$ cat config.mk
export PLATFORM = sky130hd
export DESIGN_NAME = dfs_supervisor
export DESIGN_NICKNAME = d
export VERILOG_FILES = /design/src/rtl/dfs_pkg.sv /design/src/rtl/dfs_tick_gen.sv /design/src/rtl/dfs_persist_filter.sv /design/src/rtl/dfs_sticky_flag.sv /design/src/rtl/dfs_supervisor.sv
export SDC_FILE = /design/constraint.sdc
export NUM_CORES = 1
export LEC_CHECK = 0
export BUFFER_PORTS_ARGS = -buffer_cell sky130_fd_sc_hd__buf_2
export CAP_MARGIN = 10
export CORE_AREA = 2 2 127 129
export DETAILED_ROUTE_END_ITERATION = 10
export DIE_AREA = 0 0 129 131
export SYNTH_ARGS = -nofsm -noshare
export SYNTH_HDL_FRONTEND = slang
export SYNTH_HIERARCHICAL = 1
export SYNTH_SLANG_ARGS = --single-unit
export TNS_END_PERCENT = 50
$ cat constraint.sdc
create_clock -name clk -period 5.29 [get_ports clk]
set_input_delay 0 -clock clk [delete_from_list [all_inputs] [get_ports clk]]
set_output_delay 0 -clock clk [all_outputs]
set_load 0.01 [all_outputs]
$ cat src/rtl/dfs_pkg.sv
package dfs_pkg;
  typedef enum logic [1:0] {
    DM_NONE   = 2'b00,
    DM_DETECT = 2'b01,
    DM_AUTO   = 2'b10,
    DM_KEEP   = 2'b11
  } diag_mode_e;

  function automatic logic mode_active(input diag_mode_e m);
    return (m == DM_DETECT) || (m == DM_AUTO);
  endfunction
endpackage

$ cat src/rtl/dfs_tick_gen.sv
module dfs_tick_gen #(
  parameter int TICK_DIV = 4
) (
  input  logic clk,
  input  logic rst_n,
  output logic tick
);
  localparam int CW = (TICK_DIV > 1) ? $clog2(TICK_DIV) : 1;
  localparam logic [CW-1:0] LAST = CW'(TICK_DIV - 1);

  logic [CW-1:0] cnt_q;

  always_ff @(posedge clk or negedge rst_n) begin
    if (!rst_n) begin
      cnt_q <= '0;
    end else if (cnt_q == LAST) begin
      cnt_q <= '0;
    end else begin
      cnt_q <= cnt_q + 1'b1;
    end
  end

  assign tick = (cnt_q == LAST);
endmodule

$ cat src/rtl/dfs_persist_filter.sv
// Latches raw only after it has differed from the latched value for
// FILT_TICKS consecutive ticks; any agreement restarts the count.
module dfs_persist_filter #(
  parameter int FILT_TICKS = 10
) (
  input  logic clk,
  input  logic rst_n,
  input  logic tick,
  input  logic run,
  input  logic raw,
  output logic state
);
  localparam int CW = (FILT_TICKS > 1) ? $clog2(FILT_TICKS) : 1;
  localparam logic [CW-1:0] LAST = CW'(FILT_TICKS - 1);

  logic [CW-1:0] cnt_q;
  logic          state_q;

  always_ff @(posedge clk or negedge rst_n) begin
    if (!rst_n) begin
      cnt_q   <= '0;
      state_q <= 1'b0;
    end else if (!run || (raw == state_q)) begin
      cnt_q <= '0;
    end else if (tick) begin
      if (cnt_q == LAST) begin
        state_q <= raw;
        cnt_q   <= '0;
      end else begin
        cnt_q <= cnt_q + 1'b1;
      end
    end
  end

  assign state = state_q;
endmodule

$ cat src/rtl/dfs_sticky_flag.sv
// Sets on comparator; clears once read and cooled with comparator low.
module dfs_sticky_flag (
  input  logic clk,
  input  logic rst_n,
  input  logic cmp,
  input  logic cool,
  input  logic rd,
  output logic flag
);
  logic flag_q, seen_q;
  logic clr;

  assign clr = flag_q && !cmp && cool && (rd || seen_q);

  always_ff @(posedge clk or negedge rst_n) begin
    if (!rst_n) begin
      flag_q <= 1'b0;
      seen_q <= 1'b0;
    end else begin
      if (cmp) begin
        flag_q <= 1'b1;
      end else if (clr) begin
        flag_q <= 1'b0;
      end
      if (!flag_q || clr) begin
        seen_q <= 1'b0;
      end else if (rd) begin
        seen_q <= 1'b1;
      end
    end
  end

  assign flag = flag_q;
endmodule

$ cat src/rtl/dfs_supervisor.sv
module dfs_supervisor
  import dfs_pkg::*;
#(
  parameter int NCH        = 12,
  parameter int TICK_DIV   = 4,
  parameter int FILT_TICKS = 10
) (
  input  logic           clk,
  input  logic           rst_n,
  input  logic [1:0]     diag_mode,
  input  logic [NCH-1:0] ch_req,
  input  logic [NCH-1:0] ol_raw,
  input  logic           diag_pin_low,
  input  logic           iset_short,
  input  logic           uv,
  input  logic           diagen,
  input  logic           tw_cmp,
  input  logic           tw_cool,
  input  logic           tsd_cmp,
  input  logic           tsd_cool,
  input  logic           status_rd,
  input  logic           fault_rd,
  output logic           st_ol,
  output logic           st_diagerr,
  output logic           st_iset_sc,
  output logic           st_tw,
  output logic           st_tsd,
  output logic           st_uv,
  output logic           st_diag_range,
  output logic [NCH-1:0] fault_vec,
  output logic           diag_pull_low,
  output logic [NCH-1:0] ch_on,
  output logic [NCH-1:0] ch_low_cur,
  output logic           low_power
);
  diag_mode_e     mode_q;
  logic           tick;
  logic           diag_run, ext_run;
  logic [NCH-1:0] ol_filt, ol_prev_q;
  logic           any_ol, hold_q;
  logic           ext_raw, ext_filt, iset_filt;
  logic           kill_all;
  logic [NCH-1:0] fault_q;

  // mode register, code 11 keeps the previous mode
  always_ff @(posedge clk or negedge rst_n) begin
    if (!rst_n) begin
      mode_q <= DM_NONE;
    end else if (diag_mode_e'(diag_mode) != DM_KEEP) begin
      mode_q <= diag_mode_e'(diag_mode);
    end
  end

  dfs_tick_gen #(.TICK_DIV(TICK_DIV)) tick_i (
    .clk(clk), .rst_n(rst_n), .tick(tick)
  );

  // diagnosis only with the enable comparator high and a mode active
  assign diag_run = diagen && mode_active(mode_q);
  assign ext_run  = diagen && (mode_q == DM_AUTO);

  for (genvar i = 0; i < NCH; i++) begin : g_ol
    dfs_persist_filter #(.FILT_TICKS(FILT_TICKS)) ol_f (
      .clk(clk), .rst_n(rst_n), .tick(tick), .run(diag_run),
      .raw(ol_raw[i]), .state(ol_filt[i])
    );
  end

  // External force: pin low while this block is not pulling it
  assign ext_raw = diag_pin_low && !diag_pull_low;

  dfs_persist_filter #(.FILT_TICKS(FILT_TICKS)) ext_f (
    .clk(clk), .rst_n(rst_n), .tick(tick), .run(ext_run),
    .raw(ext_raw), .state(ext_filt)
  );

  dfs_persist_filter #(.FILT_TICKS(FILT_TICKS)) iset_f (
    .clk(clk), .rst_n(rst_n), .tick(tick), .run(1'b1),
    .raw(iset_short), .state(iset_filt)
  );

  dfs_sticky_flag tw_i (
    .clk(clk), .rst_n(rst_n), .cmp(tw_cmp), .cool(tw_cool),
    .rd(status_rd), .flag(st_tw)
  );

  dfs_sticky_flag tsd_i (
    .clk(clk), .rst_n(rst_n), .cmp(tsd_cmp), .cool(tsd_cool),
    .rd(status_rd), .flag(st_tsd)
  );

  assign any_ol = |ol_filt;

  // fault register, cleared on read, refilled by latched faults
  always_ff @(posedge clk or negedge rst_n) begin
    if (!rst_n) begin
      fault_q   <= '0;
      hold_q    <= 1'b0;
      ol_prev_q <= '0;
    end else begin
      fault_q   <= (fault_rd ? '0 : fault_q) | ol_filt;
      hold_q    <= any_ol;
      ol_prev_q <= ol_filt;
    end
  end

  assign kill_all      = uv || iset_filt || st_tsd;
  assign diag_pull_low = any_ol || iset_filt || st_tsd;

  // channel override
  always_comb begin
    ch_on      = ch_req;
    ch_low_cur = '0;
    low_power  = 1'b0;
    if (kill_all) begin
      ch_on = '0;
    end else if (mode_q == DM_AUTO && ext_filt) begin
      ch_on     = '0;
      low_power = 1'b1;
    end else if (mode_q == DM_AUTO && (any_ol || hold_q)) begin
      ch_on      = '0;
      ch_low_cur = ol_filt | ol_prev_q;
    end
  end

  assign st_ol         = any_ol;
  assign st_diagerr    = ext_filt;
  assign st_iset_sc    = iset_filt;
  assign st_uv         = uv;
  assign st_diag_range = diagen;
  assign fault_vec     = fault_q;
endmodule

# Word level (Yosys, flattened, before mapping)

Cells that the tools add are included.

Register bits after elaboration: 103
Input port bits: 38
Output and inout port bits: 45
Logic and storage cells: 233

Add/sub/neg operators: 15
Equal/unequal tests: 32
Mux-type cells: 59
Bitwise gates (word level): 16
Reduce and logical (&&, ||, !) cells: 74

Operators with widths:

| cell                                                 | number |
|---|---|
| two-way mux 4 bit                                    | 42 |
| two-way mux 12 bit                                   | 7 |
| adder 4 x 1 -> 4 bit (second input constant)         | 14 |
| equality test 4 bit (second input constant)          | 14 |
| AND reduction 3 bit                                  | 14 |
| nonzero test 2 bit                                   | 18 |
| bitwise OR 12 bit                                    | 2 |
| logical OR 1 bit                                     | 23 |
| equality test 1 bit                                  | 14 |
| inverter 1 bit                                       | 14 |
| OR reduction 12 bit                                  | 1 |
| logical AND 1 bit                                    | 11 |
| two-way mux 1 bit                                    | 9 |
| logical NOT 1 bit                                    | 7 |
| equality test 2 bit (second input constant)          | 2 |
| adder 2 x 1 -> 2 bit (second input constant)         | 1 |
| equality test 2 x 1 -> 1 bit (second input constant) | 1 |
| two-way mux 2 bit                                    | 1 |
| inequality test 2 bit (second input constant)        | 1 |

# Depth between registers and ports, before layout

Gate-level depths: netlist of run 1.

Depth in word-level cells: 9
Gate-level depth with buffers: 6

# Hierarchy

Netlist of run 1, hierarchy kept.

Modules (own cells, without submodules):

| module             | instances | cells an instance | area each (µm²) | sequential area each (µm²) |
|---|---|---|---|---|
| dfs_persist_filter | 14        | 30                | 295.3           | 125.1 |
| dfs_supervisor     | 1         | 103               | 1167.4          | 675.6 |
| dfs_sticky_flag    | 2         | 6                 | 77.6            | 50.0 |
| dfs_tick_gen       | 1         | 4                 | 66.3            | 50.0 |

# Worst setup path after synthesis of run 1

OpenSTA, ideal clock, no wires.

Kind: register to register
Start: register tick_i.cnt_q[0]
End: register g_ol[0].ol_f.cnt_q[2]
Library setup time: 78 ps
Arrival time: 2626 ps
Slack: 2586 ps
Stages on the path, launching flop included: 5
Period minus slack after synthesis: 2704 ps
Cells stage by stage: dfrtp_1 > ha_1 > nand2_1 > or3b_1 > a21oi_2

Longest elaborated chain between the ends: 2

Ends and longest elaborated chain:

| item                         | RTL line                 | source |
|---|---|---|
| from (decl)                  | dfs_tick_gen.sv:11       | `logic [CW-1:0] cnt_q;` |
| from (signal assigned)       | dfs_tick_gen.sv:19       | `cnt_q <= cnt_q + 1'b1;` |
| equality test 2 bit          | dfs_tick_gen.sv:23       | `assign tick = (cnt_q == LAST);` |
| net tick                     | dfs_supervisor.sv:37     | `logic tick;` |
| nonzero test 2 bit (no line) | -                        |  |
| to (signal assigned)         | dfs_persist_filter.sv:30 | `cnt_q <= cnt_q + 1'b1;` |
| to (decl)                    | dfs_persist_filter.sv:16 | `logic [CW-1:0] cnt_q;` |

The timed path passes the listed nets, and every way through them passes these cells.
A chain may end at the register's enable or synchronous reset.

# Worst setup path in the final report of run 1

Same ends and word-level chain as after synthesis.

==> results of run 1 <==
## cells by family (layout without fill, tap and decap cells)
logic type	count (synthesis)	count (layout)	share of synthesized area, %
AOI/OAI and AO/OA	132	132	15.02
buffers and inverters	28	146	2.379
and+or+nand+nor	217	217	23.99
other	1	2	0.06790
DFF	103	103	46.67
muxes	14	14	2.855
xor gates and xnor gates	14	14	2.220
adders and majority gates	30	30	6.797
## worst max-delay path by stage
stage	startpoint	to	slack [ns]	depth (start not counted)
detailed placement	tick_i/cnt_q[0]	g_ol[4].ol_f/cnt_q[2]	2.77	5
global placement	tick_i/cnt_q[0]	g_ol[2].ol_f/state	2.88	5
floorplan	tick_i/cnt_q[0]	g_ol[0].ol_f/cnt_q[2]	2.59	4
finish	tick_i/cnt_q[0]	g_ol[0].ol_f/cnt_q[2]	2.77	5
CTS	tick_i/cnt_q[0]	g_ol[4].ol_f/cnt_q[2]	2.78	5
global route	tick_i/cnt_q[0]	g_ol[4].ol_f/cnt_q[2]	2.59	5
## tightest hold or removal path: stages
cell     delay, ns
buf_2         0.11
inv_1         0.05
o221a_1       0.17
## registers in the layout (all words and copies together), names as in the netlist
signal           flops
tsd_i/flag           1
tw_i/flag            1
g_ol.ol_f/cnt_q     48
hold_q               1
tick_i/cnt_q         2
mode_q               2
ext_f/state          1
g_ol.ol_f/state     12
iset_f/state         1
tw_i/seen_q          1
tsd_i/seen_q         1
ol_prev_q           12
fault_vec           12
ext_f/cnt_q          4
iset_f/cnt_q         4
## where the power goes
group,internal (mW),switching (mW),leakage [nW]
sequential,0.793,0.00541,1.42
combinational,0.0408,0.0580,1.53
clock,0.404,0.286,0.156
## timing repair
action / in CTS / in global routing
endpoints found under the hold margin: 80 / 0
hold buffers: 23 / 0
endpoints found under the setup margin: 0 / 0
## area by class of cell
class / count / share of cell area, %
inverter: 21 / 1.171
sequential: 103 / 38.28
multi-input combinational: 409 / 41.93
clock inverter: 3 / 0.5947
timing repair buffer: 109 / 9.998
clock buffer: 13 / 4.014
tap: 216 / 4.014
## Yosys cell counts (all sizes together)
library cell  instances
a2111oi               1
a21boi               16
a21o                 14
a21oi                56
a41o                  1
and2                  1
and3                 12
and4b                14
buf                   6
clkbuf                1
conb                  1
dfrtp               103
ha                   30
inv                  21
mux2                 14
nand2                71
nand2b               28
nand3                 1
nand3b               42
nor2                 27
nor2b                 1
nor4                  4
nor4b                 1
o21ai                42
o221a                 2
or3                   1
or3b                 14
xor2                 14
## layout by cell type (no fill, tap or decap), types with 16 or more instances in the layout
cell,netlist,routed
dfrtp_1,103,103
buf_2,0,81
nand2_1,71,71
a21oi_1,42,42
o21ai_0,37,37
ha_1,30,29
nand2b_1,28,28
nand3b_1,28,28
nor2_1,27,27
dlygate4sd3_1,0,23
inv_1,21,21
a21boi_0,16,16
## stage by stage
step           hold slack, ns  total power, mW  area [µm²]  cells
2_1_floorplan         -0.2956           0.8474        5527    540
3_3_place_gp           0.1443           0.8974        6192    835
3_5_place_dp           0.1542           0.9002        6192    835
4_1_cts               0.01331            1.613        6733    874
5_1_grt               0.01424            1.653        6733    874
6_report              0.02461            1.587        6733    874
## per-layer routing
metal | GRT usage (%) | up-vias
li1 | - | 2121
met1 | 19.13 | 2127
met2 | 27.67 | 70
met3 | 3.787 | 7
met4 | 3.964 | 0
met5 | 0 | -
==> flow_summary.toml, run 1 <==
[route]
wirelength_met1_mm = 5.787
met3WireLength_um = 377
highest_layer = "met4"
via_per_inst = 4.949
wl_per_cell_um = 14.53
route.met2.wl_mm = 6.391
wirelength_mm = 12.70
dr.pass1.iters = 4
ant_nets = 0
vias = 4325
first_iter_violations = 160
drc = 0

[grt]
overflow = 0
grt_max_degree = 76
first_global_vias = 4194
antenna_found_initial = 0
track_usage_pct = 15.59
grt_pass1_wl_mm = 20.66

[setup_path]
required_ns = 5.57
critPathMaxFanout = 75
reg2reg_slack_ns = 2.77
reg2reg_to = "g_ol[0].ol_f/cnt_q[2]"
cp-start-kind = "register"
reg2reg_depth = 5
critical_path_buf_inv_count = 1
crit_arrival_ns = 2.80
r2r-start = "tick_i/cnt_q[0]"
crit_family = "adder cells"
critical_path.slowest_cell = "ha_2"
end_kind = "register"
critPathKind = "register to register"
slowest_delay_ns = 0.99
cp_cell_sequence = "ha_2 -> buf_4 -> nand2_1 -> or3b_1 -> a21oi_2"

[yosys]
synthCells = 539
yosysTopAreaCell = "dfrtp_1"
yosysWarnings = 6
ys_seq_area_share_pct = 46.67
syn_area_per_cell_um2 = 10.25
ys_ff_latch = 103
synth.top_cell.area_share_pct = 46.67
synthesis.area_mm2 = 0.005523
synthTopCellsByArea = "dfrtp_1, ha_1, nand2_1, a21oi_1, nand3b_1"
synth_cell_types = 33

[min_path]
hold_path_startpoint = "tsd_cool"
hold_end = "tsd_i/seen_q"
hold-path-cell-count = 3
hp-class = "input pin to register"

[sta]
setup_tns_ns = 0
grt_setup_unrepaired = "no"
finalMaxSlewViolations = 0
fin_crit_sh_pct = 47.69
worst_pin_slew_ns = 1.210
finClkSkew_ns = 0.004207
hold_viol = 0
setup_viol = 0
fin_crit_ns = 2.523
slew_headroom_pct = 19.36
timing.fmax_mhz = 396.4
setup_slack_ns = 2.767

[cells_and_area]
multiInputGateArea_mm2 = 0.002823
nFillCells = 1504
layout.nets = 721
antenna_cells = 0
final_util_pct = 43.17
regArea_mm2 = 0.002577
areaGrowthSynthToFinish_pct = 21.91
drive_above_1_share_pct = 22.80

[placed_design]
pre_cts_slack_ns = 2.770
post-dp-hpwl_mm = 8.748
gp_congestion = 0.7398
portBuffers = 82

[clock_tree]
postCtsResizedCells = 0
postCtsSetupRepairBufs = 0
cts_buffers = 9
cts.sinks = 103
clk_pin_slew_ns = 0.07
tritoncts = "yes"
cts_root_buf = "clkbuf_16"
insertion_delay_ns = 0.35
cts_buffer_depth = 2
htree_levels = 3

[floorplanning]
std_cell_rows = 46
die-height_um = 131
die_area_mm2 = 0.01690
coreArea_mm2 = 0.01560
io_pins = 83
fp.dieW_um = 129
initial_core_util_pct = 35.41

[run_status]
status = "finished, final reports clean"

[power_and_ir_drop]
irDropWorstVdd_v = 0.0001683
leakage_nw = 3.105
powerDensity_mw_per_mm2 = 235.8

[flow_run]
cap_violations = 0
Power figures use the tool's default switching activity.
==> run 2, diff against run 1 <==
clock period = 2.4 ns   (was 5.29 ns; I/O delays follow)
==> run 2 against run 1 <==
  * Non-clock buffer count grew 4
  * Wire length grew 0.65%
  * Sequential share of layout area shrank 0.39 points
  * Power grew 120%
  * Largest cell class unchanged
==> flow_summary.toml, run 2 (synthesis gave the netlist of run 1 again) <==
[cells_and_area]
nFillCells = 1494
areaGrowthSynthToFinish_pct = 23.18
layout_commonest_cell = "dfrtp_1"
drive_above_1_share_pct = 23.11
final_util_pct = 43.61
fin_area_mm2 = 0.006803
antenna_cells = 0
largest-register = "g_ol.ol_f/cnt_q"
largest_reg_flops = 48
layout.nets = 725
regArea_mm2 = 0.002577
layout_common_cells = "dfrtp_1, buf_2, nand2_1"
multiInputGateArea_mm2 = 0.002823

[setup_path]
end_kind = "output port"
critPathMaxFanout = 24
cp_cell_sequence = "inv_1 -> ha_1 -> a2111oi_4 -> buf_4 -> o21ai_0 -> nor2_1 -> buf_2"
critical_path_buf_inv_count = 3
slowest_delay_ns = 0.32
crit_family = "buffers and inverters"
critPathKind = "register to output port"
critical_path.slowest_cell = "dfrtp_1"
required_ns = 2.40
cp-start-kind = "register"
crit_arrival_ns = 2.11

[clock_tree]
cts_buffers = 9
cts_root_buf = "clkbuf_16"
clk_pin_slew_ns = 0.07
tritoncts = "yes"
htree_levels = 3
cts_buffer_depth = 2
insertion_delay_ns = 0.35
postCtsSetupRepairBufs = 0
cts.sinks = 103

[sta]
setup_slack_ns = 0.2938
whs_ns = 0.1364
grt_setup_unrepaired = "no"
worst_pin_slew_ns = 0.5409
timing.fmax_mhz = 474.8
finClkSkew_ns = 0.005566
setup_viol = 0
fin_crit_ns = 2.106
hold_viol = 0
fin_crit_sh_pct = 87.76
finalMaxSlewViolations = 0
slew_headroom_pct = 63.94
setup_tns_ns = 0

[route]
via_per_inst = 4.937
wl_per_cell_um = 14.56
first_iter_violations = 241
drc = 0
vias = 4335
ant_nets = 0
wirelength_mm = 12.78
dr.pass1.iters = 4

[run_status]
status = "finished, final reports clean"

[grt]
overflow = 0
track_usage_pct = 16.04
grt_pass1_wl_mm = 21.43
antenna_found_initial = 0
first_global_vias = 4260
grt_max_degree = 49

[floorplanning]
fp.dieW_um = 129
coreArea_mm2 = 0.01560
initial_core_util_pct = 35.41
die-height_um = 131
die_area_mm2 = 0.01690
io_pins = 83
std_cell_rows = 46

[power_and_ir_drop]
irDropWorstVdd_v = 0.0003640
powerDensity_mw_per_mm2 = 514.8
leakage_nw = 3.125

[placed_design]
postPlaceCellArea_mm2 = 0.006252
portBuffers = 82
post-dp-hpwl_mm = 8.939
pre_cts_slack_ns = 0.3227
gp_congestion = 0.7760

[min_path]
hp-class = "input pin to register"

[flow_run]
cap_violations = 0
[run 2: cell count changes in the layout (fill, tap and decap cells not counted), sizes merged]
cell,before,now
clkinvlp,0,2
buf,86,89
clkbuf,13,12
clkinv,2,1
dlygate4sd3,23,24
[run 2: repair_timing]
| action | CTS | global route |
|---|---|---|
| hold buffers | 24 | 0 |
| resized for setup | 0 | 0 |
| endpoints found under the hold margin | 57 | 0 |
[run 2: cell type report]
| cell class | instances | area share [%] |
|---|---|---|
| clock buffers | 12 | 3.770 |
| multi-input cells | 409 | 41.49 |
| clock inverters | 4 | 0.7909 |
| inverters | 21 | 1.159 |
| well taps | 216 | 3.973 |
| repair buffers | 113 | 10.93 |
| flip-flops and latches | 103 | 37.89 |
[run 2: worst paths after layout]
path	start	end	slack, ns	cells past startpoint
setup reg to reg	g_ol[9].ol_f/state	ext_f/cnt_q[3]	0.34	6
hold / removal	diagen	ext_f/cnt_q[2]	0.14	4
hold reg to reg	tick_i/cnt_q[0]	tick_i/cnt_q[0]	0.44	1
min in group asynchronous	rst_n	tw_i/seen_q	0.18	2
max in group asynchronous	rst_n	fault_vec[8]	1.51	3
setup / recovery	mode_q[0]	ch_low_cur[6]	0.29	7
[run 2: where the power goes]
group	switching [mW]	internal (mW)	total (mW)	leakage, nW
Clock	0.652	0.868	1.52	0.145
Sequential	0.0128	1.75	1.76	1.42
Combinational	0.127	0.0956	0.223	1.56
Total	0.792	2.71	3.50	3.13
[run 2: stage by stage]
step | std cells | power, mW
6_report | 878 | 3.502
2_1_floorplan | 540 | 1.868
5_1_grt | 878 | 3.643
3_5_place_dp | 838 | 1.986
3_3_place_gp | 838 | 1.981
4_1_cts | 878 | 3.561
[run 2: per-layer routing]
layer	global-route usage, %	wire length (µm)	vias to the layer above
met5	0	0	-
met1	21.43	6081	2126
li1	-	-	2123
met2	26.27	6073	69
met4	6.841	291	0
met3	2.280	332	17
[run 2: worst reg2reg max path, stage by stage (launching register included)]
cell,delay [ns]
dfrtp_1,0.45
nor4_2,0.40
nand3_1,0.21
nor4b_1,0.45
xor2_1,0.19
nand2_1,0.13
a21oi_1,0.15
==> run 3, diff against run 2 <==
ABC_AREA = 1   (was unset)
CORE_AREA = 2 2 134 136   (was 2 2 127 129)
DIE_AREA = 0 0 136 138   (was 0 0 129 131)
==> run 3 against run 2 <==
  * Largest power group unchanged
  * Worst setup slack lost 0.030 ns
  * Clock skew down 0.00073 ns
  * Via count increased by 17%
  * Cell count is 27% higher
  * Sequential share of layout area shrank 2.8 points
  * Synthesized cell count increased by 42%
==> flow_summary.toml, run 3 <==
[run_status]
status = "finished, final reports clean"

[yosys]
ys_top_cells_by_count = "nand2_1, dfrtp_1, inv_1"
synth.top_cell.area_share_pct = 42.34
async_flop_share_pct = 100.0
synth_nets = 834
syn_area_per_cell_um2 = 7.947
ys_ff_latch = 103
yosysTopAreaCell = "dfrtp_1"
yosysWarnings = 6
synthTopCellsByArea = "dfrtp_1, nand2_1, ha_1, nand3_1, inv_1"
ys_seq_area_share_pct = 42.34
synth-edff-count = 0
synth_cell_types = 27
synth_flop_cell = "dfrtp_1"
synthesis.area_mm2 = 0.006087
yosysMostFrequentCell = "nand2_1"
synthCells = 766

[grt]
antenna_found_initial = 0
grt_pass1_wl_mm = 22.56
overflow = 0
track_usage_pct = 14.97
first_global_vias = 4729
grt_max_degree = 46

[floorplanning]
fp.dieW_um = 136
coreArea_mm2 = 0.01753
std_cell_rows = 49
die-height_um = 138
die_area_mm2 = 0.01877
initial_core_util_pct = 34.72
io_pins = 83

[sta]
slew_headroom_pct = 63.14
finalMaxSlewViolations = 0
timing.fmax_mhz = 468.0
setup_viol = 0
grt_setup_unrepaired = "no"
fin_crit_sh_pct = 89.03
fin_crit_ns = 2.137
finClkSkew_ns = 0.004840
setup_tns_ns = 0
worst_pin_slew_ns = 0.5529
hold_viol = 0

[clock_tree]
postCtsResizedCells = 0
cts_buffers = 9
tritoncts = "yes"
clk_pin_slew_ns = 0.07
insertion_delay_ns = 0.34
cts.sinks = 103
cts_buffer_depth = 2
htree_levels = 3
postCtsSetupRepairBufs = 0
cts_root_buf = "clkbuf_16"

[setup_path]
cp_cell_sequence = "ha_1 -> a21oi_4 -> buf_4 -> o21ai_0 -> nor2_1 -> buf_2"
crit_family = "compound AO/OA/AOI/OAI gates"
critPathMaxFanout = 15
critical_path_buf_inv_count = 2
critical_path.slowest_cell = "a21oi_4"
slowest_delay_ns = 0.46
critPathKind = "register to output port"
crit_arrival_ns = 2.14
required_ns = 2.40
cp-start-kind = "register"
end_kind = "output port"

[route]
wl_per_cell_um = 11.86
dr.pass1.iters = 6
wirelength_mm = 13.21
drc = 0
ant_nets = 0
vias = 5077
first_iter_violations = 227
via_per_inst = 4.557

[cells_and_area]
fin_cells = 1114
drive_above_1_share_pct = 23.50
layout_commonest_cell = "nand2_1"
largest-register = "g_ol.ol_f/cnt_q"
layout.nets = 948
antenna_cells = 0
layout_common_cells = "nand2_1, dfrtp_1, buf_2"
final_util_pct = 41.93
areaGrowthSynthToFinish_pct = 20.78
largest_reg_flops = 48

[power_and_ir_drop]
total_power_mw = 3.628
irDropWorstVdd_v = 0.0003387
leakage_nw = 3.838
powerDensity_mw_per_mm2 = 493.5

[placed_design]
post-dp-hpwl_mm = 9.500
place_inst = 1075
gp_congestion = 0.7497
portBuffers = 82

[min_path]
hp-class = "input pin to register"

[flow_run]
cap_violations = 0
[run 3: cell count changes in the layout (fill, tap and decap cells not counted), sizes merged, moves of 28 or more]
cell	change
nand3	+58
inv	+69
nor3	+28
nor2	+68
nand2b	-28
nand2	+198
nand4	+29
nand3b	-42
a21oi	-42
[run 3: area by class of cell]
| cell class | count | area, µm² |
|---|---|---|
| multi-input cells | 564 | 3107 |
| flip-flops and latches | 103 | 2577 |
| well taps | 229 | 286.5 |
| clock buffers | 10 | 239.0 |
| repair buffers | 112 | 720.7 |
| fillers | 1819 | 10180 |
| inverters | 90 | 337.8 |
| clock inverters | 6 | 83.83 |
[run 3: worst paths after layout]
check	depth (start not counted)	startpoint	slack (ns)	to
worst max-delay path	6	mode_q[1]	0.26	ch_low_cur[11]
min in group asynchronous	2	rst_n	0.19	iset_f/cnt_q[3]
worst min-delay path	5	status_rd	0.01	tsd_i/seen_q
worst max register to register	9	g_ol[11].ol_f/state	0.54	ext_f/cnt_q[2]
worst min register to register	1	tick_i/cnt_q[0]	0.44	tick_i/cnt_q[0]
max in group asynchronous	3	rst_n	1.48	g_ol[6].ol_f/cnt_q[2]
[run 3: worst min-delay path: stages]
cell and delay, ns:
buf_2 0.11, inv_1 0.05, nand2_1 0.06, nand3_1 0.06, inv_1 0.04
[run 3: stage by stage]
stage	worst slack (ns)	cell area (µm²)	hold slack, ns
final	0.2634	7352	0.01480
after global routing	0.1019	7352	0.01489
after global placement	0.5870	6799	0.02553
after floorplan	0.05706	6087	-0.2956
after CTS	0.2237	7352	0.001489
after detailed placement	0.5417	6799	0.02915
[run 3: logic make-up after synthesis]
family                     synth area share [%]
xor gates and xnor gates                  2.014
AOI/OAI and AO/OA                         4.378
buffers and inverters                     6.701
DFF                                       42.34
adders and majority gates                 6.166
other                                   0.06161
and+or+nand+nor                           38.33
[run 3: where the power goes]
group          total, mW  leakage, nW  switching [mW]  internal [mW]
clock network       1.58        0.162           0.640          0.939
logic              0.293         2.26           0.188          0.105
registers           1.76         1.42         0.00983           1.75
[run 3: routing by layer]
layer / up-vias / part of all wire, % / global-route usage [%]
met5: - / 0 / 0
met1: 2331 / 48 / 20.73
met4: 0 / 1.2 / 5.263
met2: 83 / 46 / 23.59
met3: 8 / 4.3 / 2.530
li1: 2655 / - / -
[run 3: what timing repair did]
| item | in CTS | in global routing |
|---|---|---|
| endpoints found under the setup margin | 0 | 0 |
| hold endpoints to repair | 57 | 0 |
| hold buffers | 23 | 0 |
